--- src/rtl/prate_pkg.sv ---
package prate_pkg;

  typedef enum logic { POL_HIGH = 1'b0, POL_LOW = 1'b1 } pol_e;

  // half of a measured spacing, kept between one cycle and the nominal width
  function automatic int unsigned half_clamp(input int unsigned gap, input int unsigned nom);
    int unsigned h;
    h = gap >> 1;
    if (h < 1) h = 1;
    if (h > nom) h = nom;
    return h;
  endfunction

endpackage

--- src/rtl/prate_accum.sv ---
module prate_accum #(
  parameter int SW     = 16,
  parameter int THRESH = 1 << 20
) (
  input  logic                 clk,
  input  logic                 rst_n,
  input  logic                 take,
  input  logic signed [SW-1:0] sample,
  input  logic                 mag_only,
  output logic                 ev_q,
  output logic                 flag_q
);
  localparam int AW = $clog2(THRESH) + 2;
  localparam logic signed [AW-1:0] TH = AW'(THRESH);

  logic signed [AW-1:0] acc_q, wide, addend, sum, acc_d;
  logic up, dn;

  always_comb begin
    wide   = {{(AW-SW){sample[SW-1]}}, sample};
    addend = (mag_only && sample[SW-1]) ? -wide : wide;
    sum    = acc_q + addend;
    up     = (sum >= TH);
    dn     = !mag_only && (sum <= -TH);
    if (up)      acc_d = sum - TH;
    else if (dn) acc_d = sum + TH;
    else         acc_d = sum;
  end

  always_ff @(posedge clk) begin
    if (!rst_n) begin
      acc_q  <= '0;
      ev_q   <= 1'b0;
      flag_q <= 1'b0;
    end else begin
      ev_q <= 1'b0;
      if (take) begin
        acc_q <= acc_d;
        ev_q  <= up | dn;
        if (up | dn) flag_q <= mag_only & sample[SW-1];
      end
    end
  end
endmodule

--- src/rtl/prate_shaper.sv ---
module prate_shaper #(
  parameter int W        = 1000,
  parameter int PEND_MAX = 4,
  parameter prate_pkg::pol_e POL = prate_pkg::POL_LOW,
  localparam int PW = $clog2(PEND_MAX + 1)
) (
  input  logic          clk,
  input  logic          rst_n,
  input  logic          ev_in,
  output logic          pulse_o,
  output logic          room_o,
  output logic [PW-1:0] pend_o
);
  localparam int GSAT = 2 * W;
  localparam int GW   = $clog2(GSAT + 1);
  localparam int CW   = $clog2(W + 1);

  logic          active_q;
  logic [CW-1:0] cnt_q, width;
  logic [GW-1:0] gap_q, last_q, eff_gap;
  logic [PW-1:0] pend_q;
  logic [PW:0]   avail;
  logic          start;

  always_comb begin
    avail   = {1'b0, pend_q} + (PW+1)'(ev_in);
    start   = !active_q && (avail != '0);
    eff_gap = ev_in ? gap_q : last_q;
    width   = CW'(prate_pkg::half_clamp(32'(eff_gap), 32'(W)));
  end

  always_ff @(posedge clk) begin
    if (!rst_n) begin
      active_q <= 1'b0;
      cnt_q    <= '0;
      gap_q    <= GW'(GSAT);
      last_q   <= GW'(GSAT);
      pend_q   <= '0;
    end else begin
      pend_q <= PW'(avail - (PW+1)'(start));
      if (ev_in) begin
        last_q <= gap_q;
        gap_q  <= GW'(1);
      end else if (gap_q != GW'(GSAT)) begin
        gap_q <= gap_q + GW'(1);
      end
      if (start) begin
        active_q <= 1'b1;
        cnt_q    <= width;
      end else if (active_q) begin
        if (cnt_q == CW'(1)) active_q <= 1'b0;
        else                 cnt_q    <= cnt_q - CW'(1);
      end
    end
  end

  assign pulse_o = (POL == prate_pkg::POL_LOW) ? ~active_q : active_q;
  assign room_o  = avail < (PW+1)'(PEND_MAX);
  assign pend_o  = pend_q;
endmodule

--- src/rtl/prate_gen.sv ---
module prate_gen #(
  parameter int SW         = 16,
  parameter int LO_THRESH  = 1 << 20,
  parameter int CAL_THRESH = 1 << 16,
  parameter int LO_W       = 275000,
  parameter int CAL_W      = 90000,
  parameter int PEND_MAX   = 4
) (
  input  logic          clk,
  input  logic          rst_n,
  input  logic          s_valid,
  output logic          s_ready,
  input  logic [SW-1:0] s_data,
  input  logic          mag_only,
  output logic          lo_a_n,
  output logic          lo_b_n,
  output logic          cal_pulse,
  output logic          rev_flag
);
  localparam int PW = $clog2(PEND_MAX + 1);

  logic          take;
  logic          lo_ev, lo_flag, cal_ev, cal_flag;
  logic          sel_q;
  logic [1:0]    lo_route, lo_pins, lo_room;
  logic [PW-1:0] pend_lo [2];
  logic [PW-1:0] pend_cal;
  logic          cal_room;

  assign take = s_valid & s_ready;

  prate_accum #(.SW(SW), .THRESH(LO_THRESH)) u_acc_lo (
    .clk(clk), .rst_n(rst_n), .take(take), .sample(s_data),
    .mag_only(mag_only), .ev_q(lo_ev), .flag_q(lo_flag));

  prate_accum #(.SW(SW), .THRESH(CAL_THRESH)) u_acc_cal (
    .clk(clk), .rst_n(rst_n), .take(take), .sample(s_data),
    .mag_only(mag_only), .ev_q(cal_ev), .flag_q(cal_flag));

  // coarse events take turns between the two low-rate outputs
  always_ff @(posedge clk) begin
    if (!rst_n)     sel_q <= 1'b0;
    else if (lo_ev) sel_q <= ~sel_q;
  end

  assign lo_route = {lo_ev & sel_q, lo_ev & ~sel_q};

  for (genvar g = 0; g < 2; g++) begin : g_lo
    prate_shaper #(.W(LO_W), .PEND_MAX(PEND_MAX), .POL(prate_pkg::POL_LOW)) u_shp (
      .clk(clk), .rst_n(rst_n), .ev_in(lo_route[g]), .pulse_o(lo_pins[g]),
      .room_o(lo_room[g]), .pend_o(pend_lo[g]));
  end

  prate_shaper #(.W(CAL_W), .PEND_MAX(PEND_MAX), .POL(prate_pkg::POL_HIGH)) u_shp_cal (
    .clk(clk), .rst_n(rst_n), .ev_in(cal_ev), .pulse_o(cal_pulse),
    .room_o(cal_room), .pend_o(pend_cal));

  assign s_ready  = &lo_room & cal_room;
  assign lo_a_n   = lo_pins[0];
  assign lo_b_n   = lo_pins[1];
  assign rev_flag = lo_flag;
endmodule

--- config.mk ---
export PLATFORM = sky130hd
export DESIGN_NAME = prate_gen
export DESIGN_NICKNAME = d
export VERILOG_FILES = /design/src/rtl/prate_pkg.sv /design/src/rtl/prate_accum.sv /design/src/rtl/prate_shaper.sv /design/src/rtl/prate_gen.sv
export SDC_FILE = /design/constraint.sdc
export NUM_CORES = 1
export LEC_CHECK = 0
export BUFFER_PORTS_ARGS = -buffer_cell sky130_fd_sc_hd__buf_2
export CAP_MARGIN = 20
export CORE_ASPECT_RATIO = 0.6
export CORE_UTILIZATION = 27
export CTS_CLUSTER_DIAMETER = 40
export DETAILED_ROUTE_END_ITERATION = 12
export GPL_TIMING_DRIVEN = 0
export PLACE_DENSITY = 0.53
export SYNTH_ARGS = -nofsm -noshare
export SYNTH_HDL_FRONTEND = slang
export SYNTH_HIERARCHICAL = 1
export SYNTH_SLANG_ARGS = --single-unit
--- constraint.sdc ---
create_clock -name clk -period 7.7 [get_ports clk]
set_clock_uncertainty 0.1 [all_clocks]
set_input_delay 1.54 -clock clk [delete_from_list [all_inputs] [get_ports clk]]
set_output_delay 1.54 -clock clk [all_outputs]
set_load 0.1 [all_outputs]
# Word-level counts from Yosys, hierarchy flattened
# Index checks and enable logic that the tools add are counted.
[totals]
output_inout_bits = 5
wordCells = 147
inputBits = 20
reg_bits = 227
[op_classes]
n_lt_le_gt_ge = 13
n_reduce_logical = 28
eq_ne = 9
n_bitwise = 11
mux = 39
add_sub_neg = 20
[ops]
columns = ["op", "count"]
rows = [
  ["$mux 19", 10],
  ["$mux 20", 6],
  ["$mux 18", 6],
  ["$mux 17", 5],
  ["$mux 22", 3],
  ["$gt 32x19->1 const B", 2],
  ["$add 20x1->20 const B", 2],
  ["$ne 20x20->1 const B", 2],
  ["$eq 19x1->1 const B", 2],
  ["$lt 19x1->1 const B", 2],
  ["$sub 19x1->19 const B", 2],
  ["$gt 32x17->1 const B", 1],
  ["$add 22x22->22", 1],
  ["$add 22x22->22 const B", 1],
  ["$ge 22x22->1 const B", 1],
  ["$le 22x21->1 const B", 1],
  ["$neg 16->22", 1],
  ["$sub 22x22->22 const B", 1],
  ["$add 18x1->18 const B", 1],
  ["$add 18x18->18", 1],
  ["$add 18x18->18 const B", 1],
  ["$ge 18x18->1 const B", 1],
  ["$le 18x17->1 const B", 1],
  ["$ne 18x18->1 const B", 1],
  ["19 further kinds", 65],
]

# Depth between registers and ports, before layout
[depth]
ltp_word = 8
depth_mapped = 23
depth_no_buf = 22

# Modules after synthesis
# The synthesis kept the hierarchy.
[by_module_without_submodules]
columns = ["mod", "instances", "cells_per_inst", "area_each_um2", "seq_area_each_um2"]
rows = [
  ["prate_shaper (g_lo[0].u_shp ...)", 2, 373, 3221.8, 1241.2],
  ["prate_shaper (u_shp_cal)", 1, 344, 3001.6, 1121.1],
  ["prate_accum (u_acc_lo)", 1, 333, 2653.8, 480.5],
  ["prate_accum (u_acc_cal)", 1, 257, 2108.3, 400.4],
  ["prate_gen", 1, 7, 66.3, 20.0],
]

# Worst setup path after synthesis
# OpenSTA, ideal clock, no wires.
[synth_timing]
path_kind = "in2reg"
start = "in s_data[3]"
end = "reg u_acc_lo.acc_q[20]"
setup_time_ps = 63
n_path_buf = 1
arrival_time_ps = 5705
path_slack_ps = 1833
required_time_ps = 7537
cell_stages = 19
path_cell_list = "or4_1 -> o21ai_0 -> xnor2_1 -> ha_1 -> clkbuf_1 -> and3_1 -> a221o_1 -> a22oi_1 -> nand2_1 -> a21o_1 -> a2111oi_0 -> nor3_1 -> xor2_1 -> ha_1 -> nor2b_1 -> a41oi_1 -> and2_4 -> or3_1 -> nand3_1"
[synth_between]
elab_chain_len = 7
elab_cells_between_ends = 10
cone_classes = "4 x add/sub; 2 x order compare; 3 x mux; 1 x reduce/logical"
[synth_lines]
columns = ["item", "line", "source"]
rows = [
  ["from (decl)", "prate_gen.sv:13", "input logic [SW-1:0] s_data,"],
  ["$neg 16->22", "prate_accum.sv:21", "addend = (mag_only && sample[SW-1]) ? -wide : wide;"],
  ["$mux 22 *", "prate_accum.sv:21", ""],
  ["$add 22x22->22 *", "prate_accum.sv:22", "sum = acc_q + addend;"],
  ["$le 22x21->1", "prate_accum.sv:24", "dn = !mag_only && (sum <= -TH);"],
  ["$logic_and 1x1->1", "prate_accum.sv:24", ""],
  ["$mux 22", "prate_accum.sv:26", "else if (dn) acc_d = sum + TH;"],
  ["$mux 22 *", "prate_accum.sv:25", "if (up) acc_d = sum - TH;"],
  ["to (signal assigned)", "prate_accum.sv:32", "acc_q <= '0;"],
  ["to (signal assigned)", "prate_accum.sv:38", "acc_q <= acc_d;"],
  ["to (decl)", "prate_accum.sv:16", "logic signed [AW-1:0] acc_q, wide, addend, sum, acc_d;"],
]
# Every way passes the cells marked *; elsewhere a longest branch is shown, timed or not.
# A chain may end at the register's enable or synchronous reset.

# Worst setup path after layout
[layout_timing]
start = "in s_data[0]"
end = "reg u_acc_lo.acc_q[20]"
# Same word-level chain as after synthesis.

==> results.yml <==
run_status:
  status: "completed"
pwr:
  p_per_area_nw_per_um2: 378
  irDropWorstVdd_uv: 155
  leakagePower_nw: 6.25
cts:
  htree_levels: 2
  clock-sinks: 224
  postCtsHoldBufs: 0
  clk_latency_ns: 0.53
  cts-root-buf: "clkbuf_16"
  tritoncts: "yes"
  clock_path_buffers: 3
  postCtsResizedCells: 0
  cts_setup_buffers: 0
  cts_buffers: 34
  cts.reportedPaths.clkPinSlew_ns: 0.06
sta:
  slew_violations: 0
  finalCriticalPeriod_ns: 6.47
  rsz0062_at_grt: "no"
  timing.final.crit_share: 0.840
  setup_viol: 0
  max_clock_freq_mhz: 155
  worst_slack_ns: 1.23
  tightest_slew_ns: 0.831
  fin_setup_tns_ns: 0
  final_hold_viol_count: 0
  relSlewSlack: 0.446
worst_setup_path:
  cp_max_fo: 6
  crit_type: "primary input to flop"
  setup.worst_path.end_class: "flop"
  cp.arrival_ns: 6.77
  startpoint_type: "primary input"
  required_ns: 8.00
floorplan:
  rows: 64
  ios: 25
  design.die.area_sq_um: 53700
  dieWidth_um: 298
  die_h_um: 180
  core_area_sq_um: 51500
  initial_utilization: 0.276
placement:
  dp_slack_ns: 0.798
  place_hpwl_um: 31200
  port_buffers: 24
  place_congestion: 0.876
final_layout:
  drive_gt1_frac: 0.0939
  syn2layout_area_growth_pct: 15.3
  antenna_cells: 0
  fillers: 5411
  nets: 1838
global_route:
  grt_pass1_wl_um: 66400
  grt_max_degree: 32
  overflow: 0
  first_global_vias: 12000
  met3_usage: 0.0344
  gr-max-usage-layer: "met1"
  grtUsageTotal: 0.150
  gr-usage-met2: 0.195
  met1_usage: 0.243
  antenna_found_initial: 0
detailed_routing:
  drt-total-wl_um: 40800
  initialDrtViolationCount: 962
  drc: 0
  route.vias.total: 12800
  drt-wirelength-per-cell_um: 16.6
  drtAntennaViolNets: 0
  vias_per_cell: 5.20
  dr.pass1.iters: 6
logic_synthesis:
  syn_inst: 1682
  syn_avg_cell_area_sq_um: 8.46
  yosysWarnings: 6
  synth_fp_nets: 1778
  synthesis.area_sq_um: 14200
run:
  cap_violations: 0
worst_hold_path:
  hold_path.class: "flop to flop"
==> cell usage in the layout, fill, tap and decap left out, types with 8 or more instances in the layout <==
master and count:
nor2b_1 64, o21ai_0 65, nand2_1 129, clkbuf_1 46, ha_1 74, or3_1 10
inv_1 60, a31oi_1 8, dfxtp_1 224, nor4_1 34, a21oi_1 84, nand4_1 18
o21a_1 15, o21ai_1 13, nand2b_1 14, and3_1 22, a21o_1 23, mux2i_1 86
nand3_1 53, buf_2 41, nor3b_1 9, xnor2_1 74, clkbuf_16 34, o221ai_1 12
or4_1 19, nor3_1 58, o2bb2ai_1 9, xor2_1 60, and2_1 28, nand3b_1 8
o211ai_1 15, o31ai_1 11, nor2_1 137, a211oi_1 12
==> area by class of cell <==
type                       count  area, sq um  area share
multi-input combinational   1327         9220       0.562
sequential                   224         4480       0.273
clock inverter                22          294      0.0179
tap                          693          867      0.0529
clock buffer                  40          893      0.0545
timing repair buffer          24          120     0.00732
buffer                        65          280      0.0171
inverter                      66          248      0.0151
==> flip-flops by register name (all words and copies together), names as in the netlist <==
register             cells
g_lo.u_shp/gap_q        40
g_lo.u_shp/cnt_q        38
g_lo.u_shp/last_q       38
u_acc_lo/acc_q          22
u_acc_cal/acc_q         18
u_shp_cal/gap_q         18
u_shp_cal/cnt_q         17
u_shp_cal/last_q        17
g_lo.u_shp/pend_o        6
u_shp_cal/pend_o         3
g_lo.u_shp/active_q      2
sel_q                    1
u_acc_cal/ev_q           1
u_acc_lo/ev_q            1
u_acc_lo/flag_q          1
u_shp_cal/pulse_o        1
==> worst max-delay path: stages <==
cell and delay, ns:
buf_2 0.17, inv_1 0.09, nand2_1 0.07, or4_1 0.47, nor3_1 0.40, a21oi_1 0.14
xor2_1 0.35, ha_1 0.37, and2_0 0.27, and3_1 0.25, a221oi_1 0.37, o2111ai_1 0.26
a311o_1 0.38, a21oi_1 0.27, xnor2_1 0.21, inv_1 0.10, ha_1 0.18, nor2b_1 0.12
a41oi_1 0.32, and2_4 0.24, or3_1 0.11, nand3_1 0.06
==> power breakdown <==
| part | switching [W] | leakage, nW | internal, W |
|---|---|---|---|
| clock | 0.000616 | 0.574 | 0.00102 |
| combinational | 0.00181 | 3.85 | 0.00113 |
| sequential | 0.000230 | 1.83 | 0.00140 |
==> metrics by stage <==
stage / hold slack [ns] / area (sq um) / util / instances / power, W
after global placement: 0.357 / 15200 / 0.296 / 2399 / 0.00448
after detailed placement: 0.359 / 15200 / 0.296 / 2399 / 0.00453
final: 0.373 / 16400 / 0.319 / 2461 / 0.00620
after CTS: 0.371 / 16400 / 0.319 / 2461 / 0.00621
after global routing: 0.401 / 16400 / 0.319 / 2461 / 0.00665
after floorplan: 0.336 / 14200 / - / 1682 / 0.00383
==> final timing paths <==
check / cells past startpoint / slack (ns) / start / end
max reg2reg: 17 / 3.30 / u_acc_lo/acc_q[0] / u_acc_lo/acc_q[20]
max: 22 / 1.23 / s_data[0] / u_acc_lo/acc_q[20]
min: 1 / 0.37 / g_lo[1].u_shp/cnt_q[18] / g_lo[1].u_shp/cnt_q[18]
min reg2reg: 1 / 0.37 / g_lo[1].u_shp/cnt_q[18] / g_lo[1].u_shp/cnt_q[18]
==> metal layers <==
metal	wire (um)	vias up
met3	2770	44
met4	495	0
li1	-	6258
met1	22500	6118
met5	0	-
met2	15100	371
No activity file was read; power rests on OpenSTA's default activity.
